## config.mk

```make
export PLATFORM = sky130hd
export DESIGN_NAME = vec_irq_ctrl
export DESIGN_NICKNAME = d
export VERILOG_FILES = /design/src/rtl/vic_pkg.sv /design/src/rtl/vic_req_bank.sv /design/src/rtl/vic_arbiter.sv /design/src/rtl/vic_cfg_regs.sv /design/src/rtl/vec_irq_ctrl.sv
export SDC_FILE = /design/constraint.sdc
export NUM_CORES = 1
export LEC_CHECK = 0
export BUFFER_PORTS_ARGS = -buffer_cell sky130_fd_sc_hd__clkbuf_2
export CORE_UTILIZATION = 40
export DETAILED_ROUTE_END_ITERATION = 7
export PLACE_DENSITY = 0.6
export SYNTH_ARGS = -nofsm -noshare
export SYNTH_HDL_FRONTEND = slang
export SYNTH_SLANG_ARGS = --single-unit
```

## constraint.sdc

```tcl
create_clock -name clk -period 8.7 [get_ports clk]
set_input_delay 1.74 -clock clk [delete_from_list [all_inputs] [get_ports clk]]
set_output_delay 1.74 -clock clk [all_outputs]
set_load 0.01 [all_outputs]
```

## src/rtl/vic_pkg.sv

```systemverilog
// Package: shared widths, types and the priority encoder for the
// vectored interrupt controller. Assumes 16 sources (two register bytes).
package vic_pkg;
    localparam int N_SRC    = 16;
    localparam int LVL_W    = $clog2(N_SRC);
    localparam int BYTE_W   = 8;
    localparam int BASE_W   = BYTE_W - LVL_W - 1;
    localparam int N_BYTES  = N_SRC / BYTE_W;

    typedef logic [N_SRC-1:0] src_vec_t;

    // Register port numbers; port 3 doubles as vector base during setup.
    typedef enum logic [1:0] {
        P_SVC_LO  = 2'd0,
        P_SVC_HI  = 2'd1,
        P_MASK_LO = 2'd2,
        P_MASK_HI = 2'd3
    } port_sel_t;

    // Index of the highest set bit (0 when none is set).
    function automatic logic [LVL_W-1:0] top_idx(input src_vec_t v);
        logic [LVL_W-1:0] r;
        r = '0;
        for (int i = 0; i < N_SRC; i++) begin
            if (v[i]) r = LVL_W'(i);
        end
        return r;
    endfunction
endpackage

```

## src/rtl/vic_req_bank.sv

```systemverilog
// Request bank: turns raw pins into per-source requests.
// Level-mode sources pass the pin straight through; edge-mode sources
// hold a latch set by a rising pin and cleared on acknowledge.
// Assumes pins are synchronous to clk. Latches of level-mode sources are
// kept at zero, so a source newly switched to edge mode starts clear.
module vic_req_bank
    import vic_pkg::*;
(
    input  logic     clk,
    input  logic     rst_n,
    input  src_vec_t pins,
    input  src_vec_t edge_mode,
    input  src_vec_t edge_mode_nxt,
    input  logic     mode_wr,
    input  src_vec_t ack_clr,
    output src_vec_t req
);
    src_vec_t pin_q;
    src_vec_t lat_q;
    src_vec_t rise;
    src_vec_t keep_mask;

    assign rise      = pins & ~pin_q;
    assign keep_mask = mode_wr ? edge_mode_nxt : edge_mode;

    // Delayed pin copy for rising-edge detection.
    always_ff @(posedge clk) begin
        pin_q <= pins;
    end

    // Edge latches: set on rise, clear on acknowledge, drop for level bits.
    always_ff @(posedge clk) begin
        if (!rst_n) lat_q <= '0;
        else        lat_q <= ((lat_q | (rise & edge_mode)) & ~ack_clr) & keep_mask;
    end

    // Effective request per source.
    assign req = (edge_mode & lat_q) | (~edge_mode & pins);

    // a latched edge request survives unless acknowledged or remapped.
    a_r3_latch_holds: assert property (@(posedge clk) disable iff (!rst_n)
        !mode_wr |=> ((($past(lat_q) & ~$past(ack_clr)) & ~lat_q) == '0));
endmodule

```

## src/rtl/vic_arbiter.sv

```systemverilog
// Arbiter: picks the level an acknowledge would take and the level an
// end-of-interrupt would retire. Purely combinational. The grouped tier is
// compared on its own whenever it holds a request or an in-service bit.
module vic_arbiter
    import vic_pkg::*;
(
    input  src_vec_t           req,
    input  src_vec_t           mask,
    input  src_vec_t           group,
    input  src_vec_t           in_svc,
    output logic               win_valid,
    output logic [LVL_W-1:0]   win_lvl,
    output logic               ret_valid,
    output logic [LVL_W-1:0]   ret_lvl
);
    src_vec_t elig;
    src_vec_t g_elig;
    src_vec_t g_svc;

    assign elig   = req & ~mask;
    assign g_elig = elig & group;
    assign g_svc  = in_svc & group;

    // Winner selection across the two tiers.
    always_comb begin
        win_valid = 1'b0;
        win_lvl   = '0;
        if (g_elig != '0) begin
            win_lvl   = top_idx(g_elig);
            win_valid = (g_svc == '0) || (win_lvl > top_idx(g_svc));
        end else if ((elig != '0) && (g_svc == '0)) begin
            win_lvl   = top_idx(elig);
            win_valid = (in_svc == '0) || (win_lvl > top_idx(in_svc));
        end
    end

    // Level to retire on end-of-interrupt, grouped bits first.
    always_comb begin
        ret_valid = (in_svc != '0);
        ret_lvl   = (g_svc != '0) ? top_idx(g_svc) : top_idx(in_svc);
    end
endmodule

```

## src/rtl/vic_cfg_regs.sv

```systemverilog
// Configuration registers and software ports. Holds trigger mode, group,
// mask and vector base, plus the one-way setup flag that remaps ports 0, 1
// and 3. Read data is combinational and zero without a read strobe.
module vic_cfg_regs
    import vic_pkg::*;
(
    input  logic               clk,
    input  logic               rst_n,
    input  logic [1:0]         addr,
    input  logic               wr,
    input  logic               rd,
    input  logic [BYTE_W-1:0]  wdata,
    input  src_vec_t           in_svc,
    output src_vec_t           edge_mode,
    output src_vec_t           edge_mode_nxt,
    output logic               mode_wr,
    output src_vec_t           group,
    output src_vec_t           mask,
    output logic [BASE_W-1:0]  base,
    output logic [BYTE_W-1:0]  rdata
);
    logic     setup_done;
    logic     byte_hi;
    port_sel_t sel;

    assign sel     = port_sel_t'(addr);
    assign byte_hi = addr[0];
    assign mode_wr = wr && !setup_done && !addr[1];

    // Next trigger-mode value when a setup-phase write hits port 0 or 1.
    always_comb begin
        edge_mode_nxt = edge_mode;
        if (mode_wr) edge_mode_nxt[BYTE_W*int'(byte_hi) +: BYTE_W] = wdata;
    end

    // Register updates by port.
    always_ff @(posedge clk) begin
        if (!rst_n) begin
            edge_mode  <= '0;
            group      <= '0;
            mask       <= '1;
            base       <= '0;
            setup_done <= 1'b0;
        end else if (wr) begin
            case (sel)
                P_SVC_LO, P_SVC_HI: begin
                    if (setup_done) group[BYTE_W*int'(byte_hi) +: BYTE_W] <= wdata;
                    else            edge_mode <= edge_mode_nxt;
                end
                P_MASK_LO: mask[BYTE_W-1:0] <= wdata;
                P_MASK_HI: begin
                    if (setup_done) mask[N_SRC-1:BYTE_W] <= wdata;
                    else begin
                        base       <= wdata[BYTE_W-1 -: BASE_W];
                        setup_done <= 1'b1;
                    end
                end
                default: ;
            endcase
        end
    end

    // Read mux: in-service bytes on 0/1, mask bytes on 2/3.
    always_comb begin
        rdata = '0;
        if (rd) begin
            if (addr[1]) rdata = mask[BYTE_W*int'(byte_hi) +: BYTE_W];
            else         rdata = in_svc[BYTE_W*int'(byte_hi) +: BYTE_W];
        end
    end

    // once setup ends it stays ended until reset.
    a_r4_setup_sticky: assert property (@(posedge clk) disable iff (!rst_n)
        setup_done |=> setup_done);

    // the first cycle out of reset sees every source masked.
    a_r1_mask_after_reset: assert property (@(posedge clk) disable iff (!rst_n)
        $rose(rst_n) |-> (mask == '1));
endmodule

```

## src/rtl/vec_irq_ctrl.sv

```systemverilog
// Top: 16-source prioritized vectored interrupt controller. Holds the
// in-service register, the spurious flag and the registered INT output,
// and ties the request bank, arbiter and register ports together.
// Assumes iack and eoi are single-cycle and never high together.
module vec_irq_ctrl
    import vic_pkg::*;
(
    input  logic        clk,
    input  logic        rst_n,
    input  logic [15:0] irq_in,
    input  logic [1:0]  reg_addr,
    input  logic        reg_wr,
    input  logic        reg_rd,
    input  logic [7:0]  reg_wdata,
    output logic [7:0]  reg_rdata,
    input  logic        iack,
    input  logic        eoi,
    output logic [7:0]  vector,
    output logic        int_o
);
    src_vec_t           req;
    src_vec_t           in_svc;
    src_vec_t           edge_mode;
    src_vec_t           edge_mode_nxt;
    src_vec_t           group;
    src_vec_t           mask;
    src_vec_t           ack_clr;
    logic               mode_wr;
    logic [BASE_W-1:0]  base;
    logic               win_valid;
    logic [LVL_W-1:0]   win_lvl;
    logic               ret_valid;
    logic [LVL_W-1:0]   ret_lvl;
    logic               spur;
    logic               take;

    assign take    = iack && win_valid;
    assign ack_clr = take ? (src_vec_t'(1) << win_lvl) : '0;

    vic_cfg_regs u_cfg (
        .clk(clk), .rst_n(rst_n), .addr(reg_addr), .wr(reg_wr), .rd(reg_rd),
        .wdata(reg_wdata), .in_svc(in_svc), .edge_mode(edge_mode),
        .edge_mode_nxt(edge_mode_nxt), .mode_wr(mode_wr), .group(group),
        .mask(mask), .base(base), .rdata(reg_rdata)
    );

    vic_req_bank u_req (
        .clk(clk), .rst_n(rst_n), .pins(irq_in), .edge_mode(edge_mode),
        .edge_mode_nxt(edge_mode_nxt), .mode_wr(mode_wr), .ack_clr(ack_clr),
        .req(req)
    );

    vic_arbiter u_arb (
        .req(req), .mask(mask), .group(group), .in_svc(in_svc),
        .win_valid(win_valid), .win_lvl(win_lvl),
        .ret_valid(ret_valid), .ret_lvl(ret_lvl)
    );

    // In-service register: set on acknowledge, retire on end-of-interrupt.
    always_ff @(posedge clk) begin
        if (!rst_n)                            in_svc <= '0;
        else if (take)                         in_svc <= in_svc | ack_clr;
        else if (eoi && !spur && ret_valid)    in_svc <= in_svc & ~(src_vec_t'(1) << ret_lvl);
    end

    // Spurious flag: set by an empty acknowledge, cleared by end-of-interrupt.
    always_ff @(posedge clk) begin
        if (!rst_n)                  spur <= 1'b0;
        else if (iack && !win_valid) spur <= 1'b1;
        else if (eoi)                spur <= 1'b0;
    end

    // Registered INT, held low through strobe cycles.
    always_ff @(posedge clk) begin
        if (!rst_n) int_o <= 1'b0;
        else        int_o <= win_valid && !spur && !iack && !eoi;
    end

    // Vector: base, chosen level, zero LSB.
    assign vector = {base, (win_valid ? win_lvl : LVL_W'(0)), 1'b0};

    // INT is low right after an acknowledge.
    a_r12_int_low_after_ack: assert property (@(posedge clk) disable iff (!rst_n)
        iack |=> !int_o);

    // strobes never overlap.
    a_r12_strobes_exclusive: assert property (@(posedge clk) disable iff (!rst_n)
        !(iack && eoi));

    // a granted acknowledge adds exactly one in-service level.
    a_r6_ack_adds_one: assert property (@(posedge clk) disable iff (!rst_n)
        take |=> ($countones(in_svc) == $past($countones(in_svc)) + 1));

    // a real end-of-interrupt retires exactly one level.
    a_r10_eoi_retires_one: assert property (@(posedge clk) disable iff (!rst_n)
        (eoi && !spur && (in_svc != '0)) |=> ($countones(in_svc) + 1 == $past($countones(in_svc))));

    // while spurious, INT stays low.
    a_r9_spur_blocks_int: assert property (@(posedge clk) disable iff (!rst_n)
        spur |=> !int_o);

    // with a grouped request eligible, the winner is grouped.
    a_r8_group_wins: assert property (@(posedge clk) disable iff (!rst_n)
        (take && ((req & ~mask & group) != '0)) |-> group[win_lvl]);
endmodule

```

---- After elaboration in Yosys (flattened, before gate mapping) ----
Cells that the tools add are included.
operators by class
  $lt $le $gt $ge ......................... 2
  add/sub/neg operators ................... 1
  shift operators ......................... 6
  reductions and logical operators ........ 34
  bitwise operators ....................... 19
  equality and inequality tests ........... 3
  muxes and demuxes ....................... 83
operators with widths
  cell                       count
  $mux W4                    47
  $and A16 B16 Y16           10
  $mux W16                   5
  $not A16 Y16               5
  $reduce_bool A16 Y1        4
  $or A16 B16 Y16            3
  $mux W3                    12
  $neg A4 Y33                1
  $shift A8 B33 Y16 const A  1
  $shiftx A8 B33 Y16         1
  $bwmux W16                 2
  $logic_not A16 Y1          2
  $shiftx A16 B5 Y8          2
  $shl A1 B4 Y16 const A     2
  $mux W8                    2
  $mux W2                    7
  $reduce_and A3 Y1          4
  $logic_and A1 B1 Y1        10
  $gt A4 B4 Y1               2
  $mux W1                    8
  $logic_not A1 Y1           6
  $eq A2 B2 Y1 const B       2
  $reduce_and A2 Y1          2
  $reduce_bool A2 Y1         2
  other kinds (5)            6
word-level totals
  logic and storage cells ................. 159
  register bits after elaboration ......... 102
  bits of input ports ..................... 32
  output and inout bits ................... 17

---- Logic depth before layout (Yosys ltp) ----
  word-level depth ........................ 30
  gate-level depth with buffers ........... 17
  depth with buffers taken out ............ 15

---- Modules after synthesis ----
A second synthesis with hierarchy kept.
second synthesis, totals
  cells, all modules ...................... 666
  area total of the unflattened synthesis .. 6125.9 sq um
modules (own cells, without submodules)
  module        area an instance (sq um)  instances  sequential area each (sq um)  cells each
  vic_cfg_regs  2488.6                    1          1041.0                        241
  vic_req_bank  1376.3                    1          640.6                         116
  vic_arbiter   1219.9                    1          0.0                           184
  vec_irq_ctrl  1041.0                    1          360.3                         125

---- Least setup slack after synthesis ----
OpenSTA, ideal clock, no wires.
  path kind ............................... input port to output port
  start ................................... input port irq_in[11]
  end ..................................... output port vector[1]
  cell stages on the path ................. 13
  required time ........................... 6.960 ns
  path buffers ............................ 1
  slack ................................... 2.842 ns
  arrival ................................. 4.118 ns
  cells stage by stage .................... mux2_1 -> and3_1 -> or2_1 -> nand2b_1 -> o21bai_2 -> inv_1 -> ha_1 -> a21oi_1 -> o21ai_0 -> a21boi_1 -> a2bb2oi_4 -> buf_4 -> nor2_1
between the ends
  longest elaborated chain between the ends .. 15
  elaborated cells between the ends (all ways) .. 29
  classes of those cells .................. order compare: 2; mux: 18; bitwise: 4; reduce/logical: 5
RTL lines
  element                RTL line            source
  start, declared        vec_irq_ctrl.sv:10  input logic [15:0] irq_in,
  $and A16 B16 Y16 (*)   vic_req_bank.sv:38  assign req = (edge_mode & lat_q) | (~edge_mode & pins);
  $or A16 B16 Y16 (*)    vic_req_bank.sv:38
  $and A16 B16 Y16 (*)   vic_arbiter.sv:20   assign elig = req & ~mask;
  $mux W4 (5 in series)  vic_pkg.sv:25       if (v[i]) r = LVL_W'(i);
  $mux W4                vic_arbiter.sv:31   end else if ((elig != '0) && (g_svc == '0)) begin
  $mux W4                vic_arbiter.sv:28   if (g_elig != '0) begin
  $gt A4 B4 Y1           vic_arbiter.sv:33   win_valid = (in_svc == '0) || (win_lvl > top_idx(in_svc));
  $logic_or A1 B1 Y1     vic_arbiter.sv:33
  $mux W1                vic_arbiter.sv:31
  $mux W1                vic_arbiter.sv:28
  $mux W4 (*)            vec_irq_ctrl.sv:80  assign vector = {base, (win_valid ? win_lvl : LVL_W'(0)), 1'b0};
  end, declared          vec_irq_ctrl.sv:18  output logic [7:0] vector,
Every way passes the cells marked *; elsewhere a longest branch is shown, timed or not. The select of a mux whose other input is x is not followed.

---- Worst setup path in the final report ----
  start ................................... input port irq_in[5]
  end ..................................... output port vector[4]
between the ends
  longest elaborated chain between the ends .. 21
  elaborated cells between the ends (all ways) .. 41
  classes of those cells .................. order compare: 2; mux: 30; bitwise: 4; reduce/logical: 5
RTL lines
  element                RTL line
  $and A16 B16 Y16 (*)   vic_req_bank.sv:38
  $or A16 B16 Y16 (*)    vic_req_bank.sv:38
  $and A16 B16 Y16 (*)   vic_arbiter.sv:20
  $mux W3 (3 in series)  vic_pkg.sv:25
  $mux W4 (8 in series)  vic_pkg.sv:25
  $mux W4                vic_arbiter.sv:31
  $mux W4                vic_arbiter.sv:28
  $gt A4 B4 Y1           vic_arbiter.sv:33
  $logic_or A1 B1 Y1     vic_arbiter.sv:33
  $mux W1                vic_arbiter.sv:31
  $mux W1                vic_arbiter.sv:28
  $mux W4 (*)            vec_irq_ctrl.sv:80
Marked as above.

==> run_results.csv <==
group,metric,value,unit
timing,tns,0,ns
global_route,grt_pass1_wl,26.1,mm
timing,finalCriticalPeriod,6.37,ns
yosys,synth.distinct_cells,80,
cts,cts_resized,0,
yosys,synth_area_leader_cell,"dfxtp_1",
drt,wirelength,16.6,mm
final_layout,stdcell_count,847,
worst_setup_path,crit_path_cell_trace,"clkbuf_2, mux2i_1, o22ai_1, o211ai_1, a21oi_1, o21ai_0, and2_1, ha_1, inv_1, a21oi_1, o21ai_0, a21boi_1, a2bb2oi_4, nor2_1, clkbuf_2",
worst_setup_path,slowest_delay,0.39,ns
floorplanning,io_pins,49,
timing,post-route-period-util,73.2,%
drt,vias_per_cell,5.86,
final_layout,final_common_cell,"dfxtp_1",
worst_setup_path,startpoint,"irq_in[5]",
global_route,grt_max_degree,71,
timing,drv_slew,0,
placement,io_buffers,47,
yosys,synth-main-ff-cell,"dfxtp_1",
power,power_density,172,nW/µm²
yosys,synthTopCellsByArea,"dfxtp_1, nand2_1, mux2i_1",
final_layout,diodes,0,
timing,grt_setup_unrepaired,"false",
drt,drt_first_pass_iters,6,
worst_setup_path,critical_path.max_fanout,12,
global_route,grt_usage,24.3,%
cts,path_clk_slew,0.07,ns
drt,postRouteAntennaNets,0,
drt,drcViolationCount,0,
global_route,antenna_found_initial,0,
cts,cts_htree_levels,3,
timing,maxSlewHeadroom,38.2,%
cts,root_buffer,"clkbuf_16",
yosys,ys.warnings.count,0,
cts,cts_buffer_depth,2,
worst_setup_path,start_kind,"primary input",
job,drv_cap,0,
final_layout,syn_to_final_growth,12.8,%
global_route,globalRouteOverflowTotal,0,
timing,setup_viol,0,
drt,avgRoutedWirePerCell,19.6,µm
cts,cts_tree,"done",
worst_setup_path,path_buf_inv,3,
floorplanning,start_util,41.2,%
yosys,ys_ff_latch,102,
power,p_leak,2.40,nW
floorplanning,row_count,42,
yosys,async_reset_ff_share,0,%
floorplanning,fp.dieH,119,µm
cts,cts-buffers-inserted,9,
drt,initialDrtViolationCount,377,
global_route,grt_pass1_vias,4725,
floorplanning,core,13300,µm²
yosys,syn_area_per_cell,8.76,µm²
timing,worst_pin_slew,0.922,ns
worst_setup_path,cp_data_arrival_time,4.63,ns
timing,skew,0.0103,ns
yosys,synth-edff-count,0,
cts,worstSkewPairLatency,0.36,ns
yosys,synth_fp_nets,668,
worst_setup_path,crit_required,6.96,ns
timing,hold_violations,0,
placement,gp_congestion,0.969,
worst_setup_path,cp-end-kind,"output port",
status,status,"completed",
floorplanning,die_width,119,µm
yosys,syn-cell-area,5500,µm²
placement,dp_cells,833,
timing,max_freq,0.157,GHz
final_layout,layout-drive-gt1-share,15.6,%
cts,hold_buffers,0,
worst_setup_path,critPathSlowestCell,"a2bb2oi_4",
yosys,synth-seq-area-share,37.1,%
min_path,min_from,"u_cfg.mask[14]$_SDFFE_PN1P_",
min_path,hp-class,"reg -> reg",
final_layout,nets,708,
placement,hpwl,12.8,mm
worst_setup_path,cpLargestDelayFamily,"compound AO/OA/AOI/OAI gates",
power,peakVddDrop,0.143,mV
drt,vias,4966,
final_layout,layout_common_cells,"dfxtp_1, nand2_1, nor2_1",
cts,numClockSinks,102,
yosys,syn_inst,628,
yosys,yosysTopAreaCellShare,37.1,%
cts,cts_setup_buffers,0,
floorplanning,dieArea,14200,µm²
worst_setup_path,crit_type,"in -> out",
==> worst paths after layout <==
path,end,slack (ns),cells after the start
hold reg to reg,u_cfg.mask[14]$_SDFFE_PN1P_,0.49,2
hold / removal,u_cfg.mask[14]$_SDFFE_PN1P_,0.49,2
setup / recovery,vector[4],2.33,15
setup reg to reg,in_svc[7]$_SDFFE_PN0P_,4.90,15
==> layout make-up <==
class	instances	area [µm²]
flip-flops and latches	102	2040
clock buffers	9	225
multi-input cells	490	3310
repair buffers	48	243
fillers	1348	7140
clock inverters	5	108
inverters	17	63.8
well taps	176	220
==> report_power, final <==
group          switching (W)  internal [W]  leakage, nW
logic              0.0000761     0.0000476         1.41
registers          0.0000106      0.000479        0.831
clock network       0.000178      0.000279        0.162
total               0.000264      0.000806         2.40
==> worst reg2reg max path: cells and delay by family (launching register included) <==
family | cells | cell delay, ns
compound gates | 9 | 2.06
flops | 1 | 0.38
mux | 1 | 0.46
simple gates | 3 | 0.61
buf+inv | 1 | 0.04
fa+ha+maj | 1 | 0.14
==> stage by stage <==
step	util (%)	area [µm²]	hold slack [ns]	power, W	setup slack, ns
after floorplan	-	5500	0.452	0.000579	2.84
after global placement	44.0	5880	0.474	0.000620	2.49
after detailed placement	44.0	5880	0.485	0.000622	2.37
after CTS	46.5	6210	0.494	0.00108	2.37
after global routing	46.5	6210	0.518	0.00111	2.14
final	46.5	6210	0.492	0.00107	2.33
==> per-layer routing <==
metal  GRT usage [%]  routed length, µm  vias to the layer above  share of wire, %
met5               0                  0                        -                 0
met4            14.5                805                        0               4.8
met3            4.36                953                       54               5.7
met2            37.6               7540                      206                45
met1            31.6               7310                     2358                44
li1                -                  -                     2348                 -
==> cells in the mapped netlist, drive strengths merged (4+ instances only) <==
library cell / number
o22ai: 4
nor4: 6
o21bai: 4
o221a: 7
ha: 8
and3: 8
nand2b: 11
a211oi: 4
buf: 6
or4: 4
nor2b: 32
inv: 17
mux2: 5
and2: 16
o211ai: 12
nand4: 5
nor2: 56
nor3b: 9
clkbuf: 13
o21ai: 31
dfxtp: 102
a31oi: 8
or2: 4
o211a: 4
a21boi: 23
nand3: 21
nand2: 99
mux2i: 31
mux4: 8
a21oi: 19
a22oi: 8
or3: 4
==> cell families after synthesis <==
family                   after synthesis  synth area share, %
buffers and inverters                 36                 2.77
AO/OA/AOI/OAI                        152                 21.0
adder cells (fa/ha/maj)                8                 1.82
flip-flops                           102                 37.1
multiplexers                          44                 10.0
AND/OR/NAND/NOR                      285                 27.2
other                                  1               0.0682
No activity file was read; power rests on OpenSTA's default activity.
